File: src/rtl/bitop_pkg.sv
package bitop_pkg;
  localparam int unsigned INSTR_W = 32;
  localparam int unsigned FIELD_W = 9;
  localparam logic [3:0]  OPC_GROUP = 4'b0100;

  typedef struct packed {
    logic [3:0]         cond;
    logic [6:0]         opc;
    logic               sel_c;
    logic               sel_z;
    logic               imm;
    logic [FIELD_W-1:0] dfld;
    logic [FIELD_W-1:0] sfld;
  } instr_t;

  typedef enum logic [1:0] {
    FAM_NONE  = 2'b00,
    FAM_TEST  = 2'b01,
    FAM_WRITE = 2'b10
  } fam_e;

  typedef enum logic [1:0] {
    TF_MOV = 2'b00,
    TF_AND = 2'b01,
    TF_OR  = 2'b10,
    TF_XOR = 2'b11
  } test_fn_e;
endpackage

File: src/rtl/bitop_rst_sync.sv
module bitop_rst_sync #(
  parameter int unsigned STAGES = 2
) (
  input  logic clk,
  input  logic rst_n,
  output logic rst_sync_n
);
  logic [STAGES-1:0] sync_q;

  always_ff @(posedge clk or negedge rst_n) begin
    if (!rst_n) sync_q <= '0;
    else        sync_q <= {sync_q[STAGES-2:0], 1'b1};
  end

  assign rst_sync_n = sync_q[STAGES-1];
endmodule

File: src/rtl/bitop_cond.sv
module bitop_cond (
  input  logic [3:0] cond,
  input  logic       cur_c,
  input  logic       cur_z,
  output logic       pass
);
  // Condition field is a truth table indexed by the current {C,Z}.
  always_comb begin
    pass = cond[{cur_c, cur_z}];
  end
endmodule

File: src/rtl/bitop_decode.sv
module bitop_decode
  import bitop_pkg::*;
(
  input  logic [6:0] opc,
  input  logic       sel_c,
  input  logic       sel_z,
  output fam_e       fam,
  output test_fn_e   test_fn,
  output logic       test_inv,
  output logic       tgt_c,
  output logic       capture
);
  logic in_group;

  always_comb begin
    in_group = (opc[6:3] == OPC_GROUP);
    fam      = FAM_NONE;
    if (in_group) begin
      if (sel_c ^ sel_z) fam = FAM_TEST;
      else               fam = FAM_WRITE;
    end
    test_fn  = test_fn_e'(opc[2:1]);
    test_inv = opc[0];
    tgt_c    = sel_c;
    capture  = sel_c & sel_z;
  end
endmodule

File: src/rtl/bitop_datapath.sv
module bitop_datapath #(
  parameter int unsigned DATA_W = 32,
  localparam int unsigned IDX_W = $clog2(DATA_W)
) (
  input  logic [DATA_W-1:0] d_val,
  input  logic [IDX_W-1:0]  idx,
  input  logic [2:0]        wsel,
  input  logic              cur_c,
  input  logic              cur_z,
  input  logic              rnd_bit,
  output logic              old_bit,
  output logic [DATA_W-1:0] new_word
);
  logic new_bit;

  always_comb begin
    old_bit = d_val[idx];
    unique case (wsel)
      3'd0: new_bit = 1'b0;
      3'd1: new_bit = 1'b1;
      3'd2: new_bit = cur_c;
      3'd3: new_bit = ~cur_c;
      3'd4: new_bit = cur_z;
      3'd5: new_bit = ~cur_z;
      3'd6: new_bit = rnd_bit;
      default: new_bit = ~old_bit;
    endcase
  end

  for (genvar k = 0; k < DATA_W; k++) begin : g_bit
    assign new_word[k] = (idx == IDX_W'(k)) ? new_bit : d_val[k];
  end
endmodule

File: src/rtl/bitop_unit.sv
module bitop_unit
  import bitop_pkg::*;
#(
  parameter int unsigned DATA_W = 32,
  localparam int unsigned IDX_W = $clog2(DATA_W)
) (
  input  logic               clk,
  input  logic               rst_n,
  input  logic               exec_en,
  input  logic [INSTR_W-1:0] instr,
  input  logic [DATA_W-1:0]  d_val,
  input  logic [DATA_W-1:0]  s_reg_val,
  input  logic               rnd_bit,
  output logic               wr_en,
  output logic [FIELD_W-1:0] wr_addr,
  output logic [DATA_W-1:0]  wr_data,
  output logic               flag_c,
  output logic               flag_z
);
  instr_t     ins;
  logic       rst_sync_n;
  logic       pass;
  fam_e       fam;
  test_fn_e   test_fn;
  logic       test_inv, tgt_c, capture;
  logic [IDX_W-1:0] idx;
  logic       old_bit;
  logic       go;
  logic       flag_ce;
  logic       c_nx, z_nx;
  logic       tval, fsrc, fres;
  logic       c_q, z_q;

  assign ins = instr_t'(instr);

  bitop_rst_sync #(.STAGES(2)) u_rst (
    .clk(clk), .rst_n(rst_n), .rst_sync_n(rst_sync_n)
  );

  bitop_cond u_cond (
    .cond(ins.cond), .cur_c(c_q), .cur_z(z_q), .pass(pass)
  );

  bitop_decode u_dec (
    .opc(ins.opc), .sel_c(ins.sel_c), .sel_z(ins.sel_z),
    .fam(fam), .test_fn(test_fn), .test_inv(test_inv),
    .tgt_c(tgt_c), .capture(capture)
  );

  // Bit index from the immediate field or the S register value.
  always_comb begin
    idx = ins.imm ? ins.sfld[IDX_W-1:0] : s_reg_val[IDX_W-1:0];
  end

  bitop_datapath #(.DATA_W(DATA_W)) u_dp (
    .d_val(d_val), .idx(idx), .wsel(ins.opc[2:0]),
    .cur_c(c_q), .cur_z(z_q), .rnd_bit(rnd_bit),
    .old_bit(old_bit), .new_word(wr_data)
  );

  assign go      = exec_en & pass;
  assign wr_en   = go & (fam == FAM_WRITE);
  assign wr_addr = ins.dfld;

  // Flag next-state.
  always_comb begin
    c_nx = c_q;
    z_nx = z_q;
    tval = old_bit ^ test_inv;
    fsrc = tgt_c ? c_q : z_q;
    unique case (test_fn)
      TF_MOV: fres = tval;
      TF_AND: fres = fsrc & tval;
      TF_OR:  fres = fsrc | tval;
      default: fres = fsrc ^ tval;
    endcase
    if (fam == FAM_TEST) begin
      if (tgt_c) c_nx = fres;
      else       z_nx = fres;
    end else if (fam == FAM_WRITE && capture) begin
      c_nx = old_bit;
      z_nx = ~old_bit;
    end
  end

  assign flag_ce = go & (fam != FAM_NONE);

  always_ff @(posedge clk or negedge rst_sync_n) begin
    if (!rst_sync_n) begin
      c_q <= 1'b0;
      z_q <= 1'b0;
    end else if (flag_ce) begin
      c_q <= c_nx;
      z_q <= z_nx;
    end
  end

  assign flag_c = c_q;
  assign flag_z = z_q;
endmodule

File: config.mk
export PLATFORM = sky130hd
export DESIGN_NAME = bitop_unit
export DESIGN_NICKNAME = d
export VERILOG_FILES = /design/src/rtl/bitop_pkg.sv /design/src/rtl/bitop_rst_sync.sv /design/src/rtl/bitop_cond.sv /design/src/rtl/bitop_decode.sv /design/src/rtl/bitop_datapath.sv /design/src/rtl/bitop_unit.sv
export SDC_FILE = /design/constraint.sdc
export NUM_CORES = 1
export LEC_CHECK = 0
export BUFFER_PORTS_ARGS = -buffer_cell sky130_fd_sc_hd__buf_2
export CAP_MARGIN = 20
export CORE_MARGIN = 10
export CORE_UTILIZATION = 40
export DETAILED_ROUTE_END_ITERATION = 12
export PLACE_DENSITY = 0.85
export SLEW_MARGIN = 20
export SYNTH_ARGS = -nofsm -noshare
export SYNTH_HDL_FRONTEND = slang
export SYNTH_HIERARCHICAL = 1
export SYNTH_SLANG_ARGS = --single-unit
File: constraint.sdc
create_clock -name clk -period 3.2 [get_ports clk]
set_input_delay 0.16 -clock clk [delete_from_list [all_inputs] [get_ports clk]]
set_output_delay 0.16 -clock clk [all_outputs]
set_load 0.005 [all_outputs]
# == Word-level counts from Yosys, hierarchy flattened ==
# Cells that the tools add are included.
# word_totals
output_inout_bits,44
ff_bits,4
# classes
bitwise,12
muxes,48
reduce_logical,8
order_cmp,2
n_eq_ne,44
# op_table
operator,count
$eq 5x5->1 const B,16
$mux 1,41
$eq 5x4->1 const B,8
$eq 5x3->1 const B,4
$eq 5x2->1 const B,2
$eq 3x3->1 const B,3
$pmux 1 s7,1
$eq 3x2->1 const B,2
$lt 5x6->1 const B,1
$reduce_and 3->1,2
$and 1x1->1,5
$bmux 1 s5,1
$eq 5x1->1 const B,1
$logic_not 5->1,1
$mux 5,1
$eq 2x1->1 const B,2
$eq 2x2->1 const B,2
$eq 4x3->1 const B,1
$mux 2,2
$ne 2x2->1 const B,2
$reduce_bool 2->1,2
$eq 3x1->1 const B,1
$logic_not 3->1,1
$lt 2x3->1 const B,1
7 further kinds,11

# == Logic depth before layout (Yosys ltp) ==
# Gate-level depths: netlist of the first run.
# logic_depth
ltp_word,8
ltp_mapped,15

# == Modules after synthesis ==
# Netlist of the first run, hierarchy kept.
# by_module_without_submodules
mod,instances,cells_per_inst,area_per_inst_um2
bitop_datapath,1,141,1019.7
bitop_unit,1,41,344.1
bitop_decode,1,8,68.8
bitop_rst_sync,1,3,53.8
bitop_cond,1,1,22.5

# == Worst setup path after synthesis of the first run ==
# No wires, ideal clock.
# synth_path
path_kind,in2reg
start,in instr[18]
end,reg c_q (netlist: flag_c)
cell_stages,14
slack_ps,276
arrival_time_ps,2842
required_time_ps,3118
path_cell_list,mux2_1 > buf_6 > buf_12 > mux2i_1 > mux4_2 > and3b_4 > nor4_1 > xor2_1 > inv_1 > ha_1 > or2_1 > a31oi_1 > o21ai_1 > a31oi_1
# synth_between
elab_chain_len,8
# synth_rtl
item,line_no,text
"start, declared",bitop_unit.sv:10,"input logic [INSTR_W-1:0] instr,"
$mux 5 *,bitop_unit.sv:52,idx = ins.imm ? ins.sfld[IDX_W-1:0] : s_reg_val[IDX_W-1:0];
$bmux 1 s5 *,bitop_datapath.sv:17,old_bit = d_val[idx];
$mux 1 (implied by the code) *,bitop_datapath.sv:17,
via old_bit,bitop_unit.sv:27,logic old_bit;
$xor 1x1->1,bitop_unit.sv:69,tval = old_bit ^ test_inv;
$xor 1x1->1 (tied with other cells),bitop_unit.sv:75,default: fres = fsrc ^ tval;
$pmux 1 s3,bitop_unit.sv:71,unique case (test_fn)
$mux 1,bitop_unit.sv:78,if (tgt_c) c_nx = fres;
$mux 1 *,bitop_unit.sv:77,if (fam == FAM_TEST) begin
"end signal, assigned",bitop_unit.sv:93,c_q <= c_nx;
"end, declared",bitop_unit.sv:32,"logic c_q, z_q;"
# Mark *: on every way through the listed nets, which the timed path passes. The rest lies on a longest branch. The select of a mux whose other input is x is not followed.
# A chain may end at the register's enable or synchronous reset.

# == Worst setup path in the final report of the first run ==
# layout_path
start,in instr[18]
end,reg c_q (netlist: flag_c)
# layout_between
elab_chain_len,8
# layout_rtl
item,line_no,text
$mux 5 *,bitop_unit.sv:52,
via idx[1],bitop_unit.sv:26,logic [IDX_W-1:0] idx;
$bmux 1 s5 *,bitop_datapath.sv:17,
$mux 1 (implied by the code) *,bitop_datapath.sv:17,
via old_bit,bitop_unit.sv:27,
$xor 1x1->1,bitop_unit.sv:69,
$xor 1x1->1 (tied with other cells),bitop_unit.sv:75,
$pmux 1 s3,bitop_unit.sv:71,
$mux 1,bitop_unit.sv:78,
$mux 1 *,bitop_unit.sv:77,
# Marks and branches as above.

==> results of run 1 <==
[final timing paths]
| check | from | to | slack (ns) | cells after the start |
|---|---|---|---|---|
| max | instr[18] | flag_c$_DFFE_PN0P_ | 0.23 | 15 |
| min | u_rst/sync_q[1]$_DFF_PN0_ | flag_c$_DFFE_PN0P_ | 0.02 | 0 |
| max reg2reg | flag_c$_DFFE_PN0P_ | flag_c$_DFFE_PN0P_ | 1.62 | 6 |
| min reg2reg | u_rst/sync_q[1]$_DFF_PN0_ | flag_c$_DFFE_PN0P_ | 0.02 | 0 |
| max in group asynchronous | rst_n | u_rst/sync_q[1]$_DFF_PN0_ | 2.84 | 2 |
| min in group clk | instr[13] | wr_addr[4] | 0.32 | 0 |
[cell usage in the layout, fill, tap and decap left out, drive strengths merged, types with 2 or more instances in the layout]
cell	instances
a21oi	32
a22oi	4
a31oi	8
a41oi	28
and3	5
and3b	2
buf	106
clkbuf	3
dfrtp	4
ha	3
inv	5
mux2	7
mux2i	17
mux4	3
nand2	5
nand2b	2
nand3b	3
nor2	15
nor2b	4
nor3	2
nor3b	3
[repair_timing]
action	CTS	global route
resized for setup	0	1
hold endpoints to repair	2	0
hold buffers	1	0
setup endpoints to repair	0	2
[metrics by stage]
step,cells,hold WS [ns]
after floorplan,194,-0.136
after global placement,318,-0.0531
after detailed placement,318,-0.0534
after CTS,322,0.0213
after global routing,322,0.0297
final,322,0.0187
[logic make-up after synthesis]
| kind of cell | Yosys count | synth area share [%] |
|---|---|---|
| adder cells (fa/ha/maj) | 3 | 2.49 |
| AO/OA/AOI/OAI | 75 | 35.1 |
| flip-flops | 4 | 6.63 |
| AND/OR/NAND/NOR | 48 | 18.6 |
| other | 1 | 0.249 |
| XOR/XNOR | 1 | 0.581 |
| buffers and inverters | 35 | 15.4 |
| multiplexers | 27 | 21.0 |
[metal layers]
layer / up-vias / share of wire [%]
met1: 858 / 38
met2: 83 / 49
met5: - / 0
met3: 2 / 13
li1: 922 / -
met4: 0 / 0.29
[state kept, by name (all words and copies together), names as in the netlist]
signal and flops:
flag_z 1, flag_c 1, u_rst/sync_q 2
[area by class of cell]
cell class / count / area share [%]
inverters: 5 / 0.953
well taps: 48 / 3.05
repair buffers: 107 / 29.0
flip-flops and latches: 4 / 5.08
clock buffers: 3 / 2.10
multi-input cells: 155 / 59.8
[power by group through the flow]
stage / clock (mW) / sequential (mW) / combinational, mW
final: 0.105 / 0.0706 / 0.318
after global routing: 0.117 / 0.0728 / 0.356
after CTS: 0.110 / 0.0707 / 0.320
after detailed placement: 0 / 0.0712 / 0.318
after global placement: 0 / 0.0705 / 0.309
after floorplan: 0 / 0.0686 / 0.212
==> results.json, run 1 <==
{
  "cp-start-kind": "primary input",
  "synth.top_cells.by_count": "a21oi_1 (31), a41oi_1 (28), mux2i_1 (17)",
  "synth_seq_cells": 4,
  "synthesis.area_um2": 1510,
  "fp.dieW_um": 81.4,
  "cp_max_fo": 8,
  "clock_sinks": 4,
  "setup_violations": 0,
  "synth_edf_count": 0,
  "switching_share_pct": 41.5,
  "p_int_mw": 0.289,
  "die-height_um": 81.4,
  "grt_pass1_vias": 1787,
  "hpwlAfterDp_um": 4190,
  "ir_worst_vdd_mv": 0.259,
  "use_met3_pct": 5.90,
  "p_total_mw": 0.494,
  "ys.flop_type": "dfrtp_1",
  "place_area_um2": 1920,
  "p_sw_mw": 0.205,
  "avgSynthCellArea_um2": 7.78,
  "cpMaxStageDelayCell": "mux4_2",
  "timing_worst_setup_path_type": "primary input to flop",
  "crit_path_max_incr_delay_ns": 0.46,
  "cp_top_family": "multiplexers",
  "pin_count": 144,
  "rsz0062_at_grt": "no",
  "report.final.hold_viol_count": 0,
  "die-area_um2": 6630,
  "final_max_slew_viol_count": 0,
  "synth.net_count": 297,
  "ys_top_cells_by_area": "a41oi_1 (16%), mux2i_1 (11%), a21oi_1 (10%), dfrtp_1 (6.6%), buf_4 (6.5%)",
  "cts_tree": "done",
  "cts_buffer_depth": 2,
  "worstPathCellList": "buf_2 -> mux2_1 -> buf_4 -> mux2i_1 -> mux4_2 -> nor2b_1 -> nor4_1 -> buf_4 -> xor2_1 -> inv_1 -> ha_1 -> or2_1 -> a31oi_1 -> o21ai_1 -> a31oi_1",
  "antenna_found_initial": 0,
  "finalInstanceArea_um2": 1970,
  "start_util_pct": 41.2,
  "fmax_mhz": 336,
  "dp_slack_ns": -0.195,
  "finalCriticalPeriod_ns": 2.97,
  "grtUsageMet2_pct": 25.7,
  "cts_buffers": 3,
  "post-route-period-util_pct": 92.9,
  "post_cts_buffers": 0,
  "drt-total-wl_um": 5160,
  "holdCritPathClass": "flop to async pin",
  "clockRootBuffer": "clkbuf_8",
  "layout.nets": 379,
  "core_area_um2": 3660,
  "tns_ns": 0,
  "combPwrFrac_pct": 64.4,
  "vias": 1865,
  "clk_pin_slew_ns": 0.03,
  "synth_cell_types": 41,
  "globalplace.congestion": 0.854,
  "grtUsageMet1_pct": 15.7,
  "total_leakage_power_nw": 0.955,
  "worst_slack_ns": 0.228,
  "synth_most_common_cell": "a21oi_1",
  "ant_nets": 0,
  "via_per_inst": 5.79,
  "crit_required_ns": 3.33,
  "seq_power_share_pct": 14.3,
  "async_flop_share_pct": 100,
  "area_growth_pct": 30.5,
  "grt_pass1_wl_um": 8020,
  "synth_cells": 194,
  "rows": 22,
  "synth_top_area_share_pct": 16.3,
  "clock_skew_ns": 0.000653,
  "path_buf_inv": 4,
  "multi_input_area_um2": 1180,
  "fill_cells": 351,
  "clkPwrFrac_pct": 21.3,
  "slew-limit-headroom_pct": 35.4,
  "status": "finished clean",
  "grt_overflow": 0,
  "cellPowerDensity_nw_per_um2": 251,
  "dr.pass1.iters": 4,
  "register_area_um2": 100,
  "insertion_delay_ns": 0.21,
  "yosys_warnings": 6,
  "grt_start_max_net_pins": 33,
  "yosysSeqAreaShare_pct": 6.63,
  "final_core_util_pct": 53.8,
  "crit_arrival_ns": 3.10,
  "wire_per_inst_um": 16.0,
  "cap_violations": 0,
  "drc": 0,
  "synth_top_cell_by_area": "a41oi_1",
  "busiest_layer": "met2",
  "diodes": 0,
  "worst_pin_slew_ns": 0.968,
  "drt_iter0_markers": 99,
  "cts_htree_levels": 1,
  "track_usage_pct": 14.4,
  "endpoint_kind": "flop",
  "port_buffers": 94,
  "drive_gt1_share_pct": 43.4
}
Power figures use the tool's default switching activity.
==> run 2, diff against run 1 <==
--- a/config.mk
+++ b/config.mk
@@ -11,6 +11,7 @@
 export CORE_UTILIZATION = 40
 export DETAILED_ROUTE_END_ITERATION = 12
 export PLACE_DENSITY = 0.85
+export RECOVER_POWER = 25
 export SLEW_MARGIN = 20
 export SYNTH_ARGS = -nofsm -noshare
 export SYNTH_HDL_FRONTEND = slang
==> results.json, run 2 (synthesis results as in run 1) <==
{
  "layout_common_cells": "buf_2 (93), a21oi_1 (31), a41oi_1 (28)",
  "cts_htree_levels": 1,
  "combPwrFrac_pct": 64.4,
  "cpMaxStageDelayCell": "mux4_2",
  "crit_path_max_incr_delay_ns": 0.46,
  "grt_overflow": 0,
  "drt_iter0_markers": 99,
  "area_growth_pct": 30.4,
  "ant_nets": 0,
  "largest_reg_flops": 2,
  "vias": 1865,
  "p_int_mw": 0.289,
  "worst_pin_slew_ns": 0.968,
  "cts_buffer_depth": 2,
  "clock_skew_ns": 0.000653,
  "tns_ns": 0,
  "dp_cells": 318,
  "grt_start_max_net_pins": 33,
  "post-route-period-util_pct": 92.9,
  "antenna_found_initial": 0,
  "cts_tree": "done",
  "crit_required_ns": 3.33,
  "endpoint_kind": "flop",
  "drc": 0,
  "fp.dieW_um": 81.4,
  "start_util_pct": 41.2,
  "clk_pin_slew_ns": 0.03,
  "drive_gt1_share_pct": 43.1,
  "clkPwrFrac_pct": 21.4,
  "drt-total-wl_um": 5170,
  "top_register": "u_rst/sync_q",
  "ir_worst_vdd_mv": 0.259,
  "status": "finished clean",
  "insertion_delay_ns": 0.21,
  "fmax_mhz": 336,
  "wire_per_inst_um": 16.0,
  "core_area_um2": 3660,
  "grt_pass1_wl_um": 8020,
  "pin_count": 144,
  "port_buffers": 94,
  "clockRootBuffer": "clkbuf_8",
  "layout.cells.non_filler": 322,
  "hpwlAfterDp_um": 4190,
  "worstPathCellList": "buf_2 -> mux2_1 -> buf_4 -> mux2i_1 -> mux4_2 -> nor2b_1 -> nor4_1 -> buf_4 -> xor2_1 -> inv_1 -> ha_1 -> or2_1 -> a31oi_1 -> o21ai_1 -> a31oi_1",
  "multi_input_area_um2": 1180,
  "die-height_um": 81.4,
  "clock_sinks": 4,
  "total_leakage_power_nw": 0.953,
  "cp_max_fo": 8,
  "cap_violations": 0,
  "via_per_inst": 5.79,
  "rows": 22,
  "timing_worst_setup_path_type": "primary input to flop",
  "report.final.hold_viol_count": 0,
  "slew-limit-headroom_pct": 35.4,
  "dr.pass1.iters": 4,
  "holdCritPathClass": "flop to async pin",
  "finalCriticalPeriod_ns": 2.97,
  "diodes": 0,
  "rsz0062_at_grt": "no",
  "die-area_um2": 6630,
  "crit_arrival_ns": 3.10,
  "p_sw_mw": 0.205,
  "layout_commonest_cell": "buf_2",
  "setup_violations": 0,
  "grt_pass1_vias": 1787,
  "fill_cells": 351,
  "cts_buffers": 3,
  "final_max_slew_viol_count": 0,
  "register_area_um2": 100,
  "cellPowerDensity_nw_per_um2": 251,
  "switching_share_pct": 41.5,
  "track_usage_pct": 14.4,
  "globalplace.congestion": 0.854,
  "cp-start-kind": "primary input",
  "layout.nets": 379,
  "seq_power_share_pct": 14.3
}
run 2: cell types whose count changed in the layout (fill, tap and decap cells not counted), sizes merged:
cell,change
buf,-1
clkbuf,+1
run 2: worst max-delay path, delay by kind of cell:
family,cells,cell delay [ns]
compound gates,3,0.41
xor+xnor,1,0.18
fa+ha+maj,1,0.19
buf+inv,4,0.57
mux,3,0.92
simple gates,3,0.66
run 2: final cells by class:
type	count	area share [%]
flip-flops and latches	4	5.09
repair buffers	107	28.9
well taps	48	3.05
inverters	5	0.954
clock buffers	3	2.10
multi-input cells	155	59.9
run 2: timing repair:
| action | 4_1_cts | 5_1_grt |
|---|---|---|
| endpoints found under the hold margin | 2 | 0 |
| setup buffers | 0 | 0 |
| endpoints found under the setup margin | 0 | 2 |
| hold buffers | 1 | 0 |
| resized for setup | 0 | 1 |
run 2: metal layers:
metal	track usage [%]	vias to the layer above	share of wire [%]
met5	0	-	0
met4	3.11	0	0.29
met3	5.90	2	13
met2	25.7	83	49
met1	15.7	858	38
li1	-	922	-
run 2: path summary, 6_finish.rpt:
check	startpoint	to	slack, ns	depth (start not counted)
min	u_rst/sync_q[1]$_DFF_PN0_	flag_c$_DFFE_PN0P_	0.02	0
max reg2reg	flag_c$_DFFE_PN0P_	flag_c$_DFFE_PN0P_	1.62	6
min reg2reg	u_rst/sync_q[1]$_DFF_PN0_	flag_c$_DFFE_PN0P_	0.02	0
min in group clk	instr[13]	wr_addr[4]	0.32	0
max in group asynchronous	rst_n	u_rst/sync_q[1]$_DFF_PN0_	2.81	2
max	instr[18]	flag_c$_DFFE_PN0P_	0.23	15
run 2: per-stage QoR:
step | area, um^2 | hold WS [ns] | power, mW | utilization (%) | worst slack [ns]
6_report | 1970 | 0.0187 | 0.494 | 53.8 | 0.228
5_1_grt | 1970 | 0.0297 | 0.545 | 53.8 | 0.0648
2_1_floorplan | 1510 | -0.136 | 0.281 | - | 0.276
3_3_place_gp | 1920 | -0.0531 | 0.380 | 52.3 | -0.123
3_5_place_dp | 1920 | -0.0534 | 0.389 | 52.3 | -0.195
4_1_cts | 1970 | 0.0213 | 0.500 | 53.7 | 0.0174
run 2: power by group through the flow:
stage,sequential [mW],combinational [mW],clock (mW)
6_report,0.0706,0.318,0.105
5_1_grt,0.0728,0.356,0.117
4_1_cts,0.0707,0.320,0.110
3_5_place_dp,0.0712,0.318,0
3_3_place_gp,0.0705,0.309,0
2_1_floorplan,0.0686,0.212,0
==> run 3, diff against run 2 <==
--- a/config.mk
+++ b/config.mk
@@ -6,10 +6,10 @@
 export NUM_CORES = 1
 export LEC_CHECK = 0
 export BUFFER_PORTS_ARGS = -buffer_cell sky130_fd_sc_hd__buf_2
-export CAP_MARGIN = 20
 export CORE_MARGIN = 10
 export CORE_UTILIZATION = 40
 export DETAILED_ROUTE_END_ITERATION = 12
+export GPL_TIMING_DRIVEN = 0
 export PLACE_DENSITY = 0.85
 export RECOVER_POWER = 25
 export SLEW_MARGIN = 20
==> results.json, run 3 (synthesis results as in run 1) <==
{
  "status": "finished clean",
  "setup_violations": 0,
  "via_per_inst": 5.69,
  "regToRegSetupSlack_ns": 1.63,
  "grt_pass1_wl_um": 8800,
  "grt_start_max_net_pins": 11,
  "fill_cells": 348,
  "cts_buffers": 3,
  "place_area_um2": 2080,
  "die-area_um2": 6630,
  "drive_gt1_share_pct": 46.9,
  "start_util_pct": 41.2,
  "slew-limit-headroom_pct": 45.0,
  "worst_pin_slew_ns": 0.823,
  "insertion_delay_ns": 0.21,
  "rows": 22,
  "startpoint": "instr[18]",
  "clock_sinks": 4,
  "endpoint": "flag_z$_DFFE_PN0P_",
  "die-height_um": 81.4,
  "pin_count": 144,
  "vias": 2010,
  "endpoint_kind": "flop",
  "layout.nets": 410,
  "cts_tree": "done",
  "globalplace.congestion": 0.849,
  "core_area_um2": 3660,
  "register_area_um2": 100,
  "clockRootBuffer": "clkbuf_8",
  "dr.pass1.iters": 4,
  "grt_pass1_vias": 1887,
  "drc": 0,
  "cts_buffer_depth": 2,
  "ant_nets": 0,
  "r2r-end": "flag_z$_DFFE_PN0P_",
  "hpwlAfterDp_um": 4730,
  "report.final.hold_viol_count": 0,
  "multi_input_area_um2": 1210,
  "cts_htree_levels": 1,
  "finalInstanceArea_um2": 2200,
  "layout_commonest_cell": "buf_2",
  "timing_worst_setup_path_type": "primary input to flop",
  "layout.cells.non_filler": 353,
  "cap_violations": 0,
  "clock_skew_ns": 0.00333,
  "track_usage_pct": 15.9,
  "clk_pin_slew_ns": 0.03,
  "holdCritPathClass": "flop to async pin",
  "post-route-period-util_pct": 92.8,
  "top_register": "u_rst/sync_q",
  "crit_required_ns": 3.32,
  "wire_per_inst_um": 16.6,
  "drt_iter0_markers": 159,
  "fmax_mhz": 337,
  "port_buffers": 103,
  "ir_worst_vdd_mv": 0.227,
  "cellPowerDensity_nw_per_um2": 242,
  "final_max_slew_viol_count": 0,
  "timing.rr.start": "flag_c$_DFFE_PN0P_",
  "fp.dieW_um": 81.4,
  "crit_arrival_ns": 3.09,
  "cp-start-kind": "primary input",
  "grt_overflow": 0,
  "dp_cells": 345,
  "finalCriticalPeriod_ns": 2.97,
  "area_growth_pct": 45.5,
  "layout_common_cells": "buf_2 (102), a21oi_1 (31), a41oi_1 (28)",
  "largest_reg_flops": 2,
  "antenna_found_initial": 0,
  "diodes": 0,
  "drt-total-wl_um": 5860,
  "total_leakage_power_nw": 1.08,
  "reg2regPathDepth": 6,
  "cp_max_fo": 9
}
## run 3: cell count changes in the layout (fill, tap and decap cells not counted), sizes merged
cell	previous run	this run
clkbuf	4	18
buf	105	122
## run 3: worst max-delay path, stage by stage
cell and delay, ns:
clkbuf_4 0.15, mux2_1 0.33, buf_4 0.20, inv_4 0.09
mux4_2 0.50, and3b_4 0.22, nor4_4 0.34, xor2_2 0.21
inv_1 0.06, ha_1 0.18, or2_1 0.21, a31oi_1 0.13
o21ai_1 0.12, a31oi_1 0.20
## run 3: worst min-delay path by stage
stage	from	slack, ns	endpoint
2_1_floorplan	rst_n	-0.14	u_rst/sync_q[0]$_DFF_PN0_
3_3_place_gp	rst_n	-0.05	u_rst/sync_q[0]$_DFF_PN0_
3_5_place_dp	rst_n	-0.05	u_rst/sync_q[1]$_DFF_PN0_
4_1_cts	u_rst/sync_q[1]$_DFF_PN0_	0.02	flag_c$_DFFE_PN0P_
5_1_grt	u_rst/sync_q[1]$_DFF_PN0_	0.04	flag_c$_DFFE_PN0P_
6_report	u_rst/sync_q[1]$_DFF_PN0_	0.02	flag_c$_DFFE_PN0P_
## run 3: layer usage
metal / GRT usage (%) / wire length (um) / up-vias / part of all wire (%)
met1: 17.1 / 2130 / 942 / 36
met2: 29.4 / 2950 / 89 / 50
met5: 0 / 0 / - / 0
li1: - / - / 977 / -
met4: 1.90 / 7 / 0 / 0.12
met3: 6.55 / 766 / 2 / 13
## run 3: metrics by stage
step	TNS [ns]	utilization, %	setup slack [ns]	hold slack (ns)	total power [mW]
3_5_place_dp	-0.551	56.9	-0.299	-0.0514	0.405
4_1_cts	0	58.5	0.0683	0.0240	0.513
6_report	0	60.0	0.229	0.0210	0.532
2_1_floorplan	0	-	0.276	-0.136	0.281
5_1_grt	-0.00133	60.0	-0.00133	0.0386	0.580
3_3_place_gp	-0.464	56.9	-0.235	-0.0532	0.398
## run 3: area by class of cell
class	instances	share of cell area (%)
Sequential cell	4	4.56
Buffer	29	9.34
Multi-Input combinational cell	155	55.0
Tap cell	48	2.74
Timing Repair Buffer	109	25.5
Clock buffer	3	1.88
Inverter	5	0.969
## run 3: power by group
part | switching (mW) | internal (mW)
sequential | 0.0115 | 0.0584
combinational | 0.185 | 0.175
clock | 0.0230 | 0.0799
total | 0.219 | 0.313
## run 3: timing repair
action | in CTS | in global routing
endpoints found under the setup margin | 2 | 2
endpoints found under the hold margin | 2 | 0
hold buffers | 1 | 0
buffers inserted | 0 | 5
pin swaps | 0 | 4
resized for setup | 1 | 9
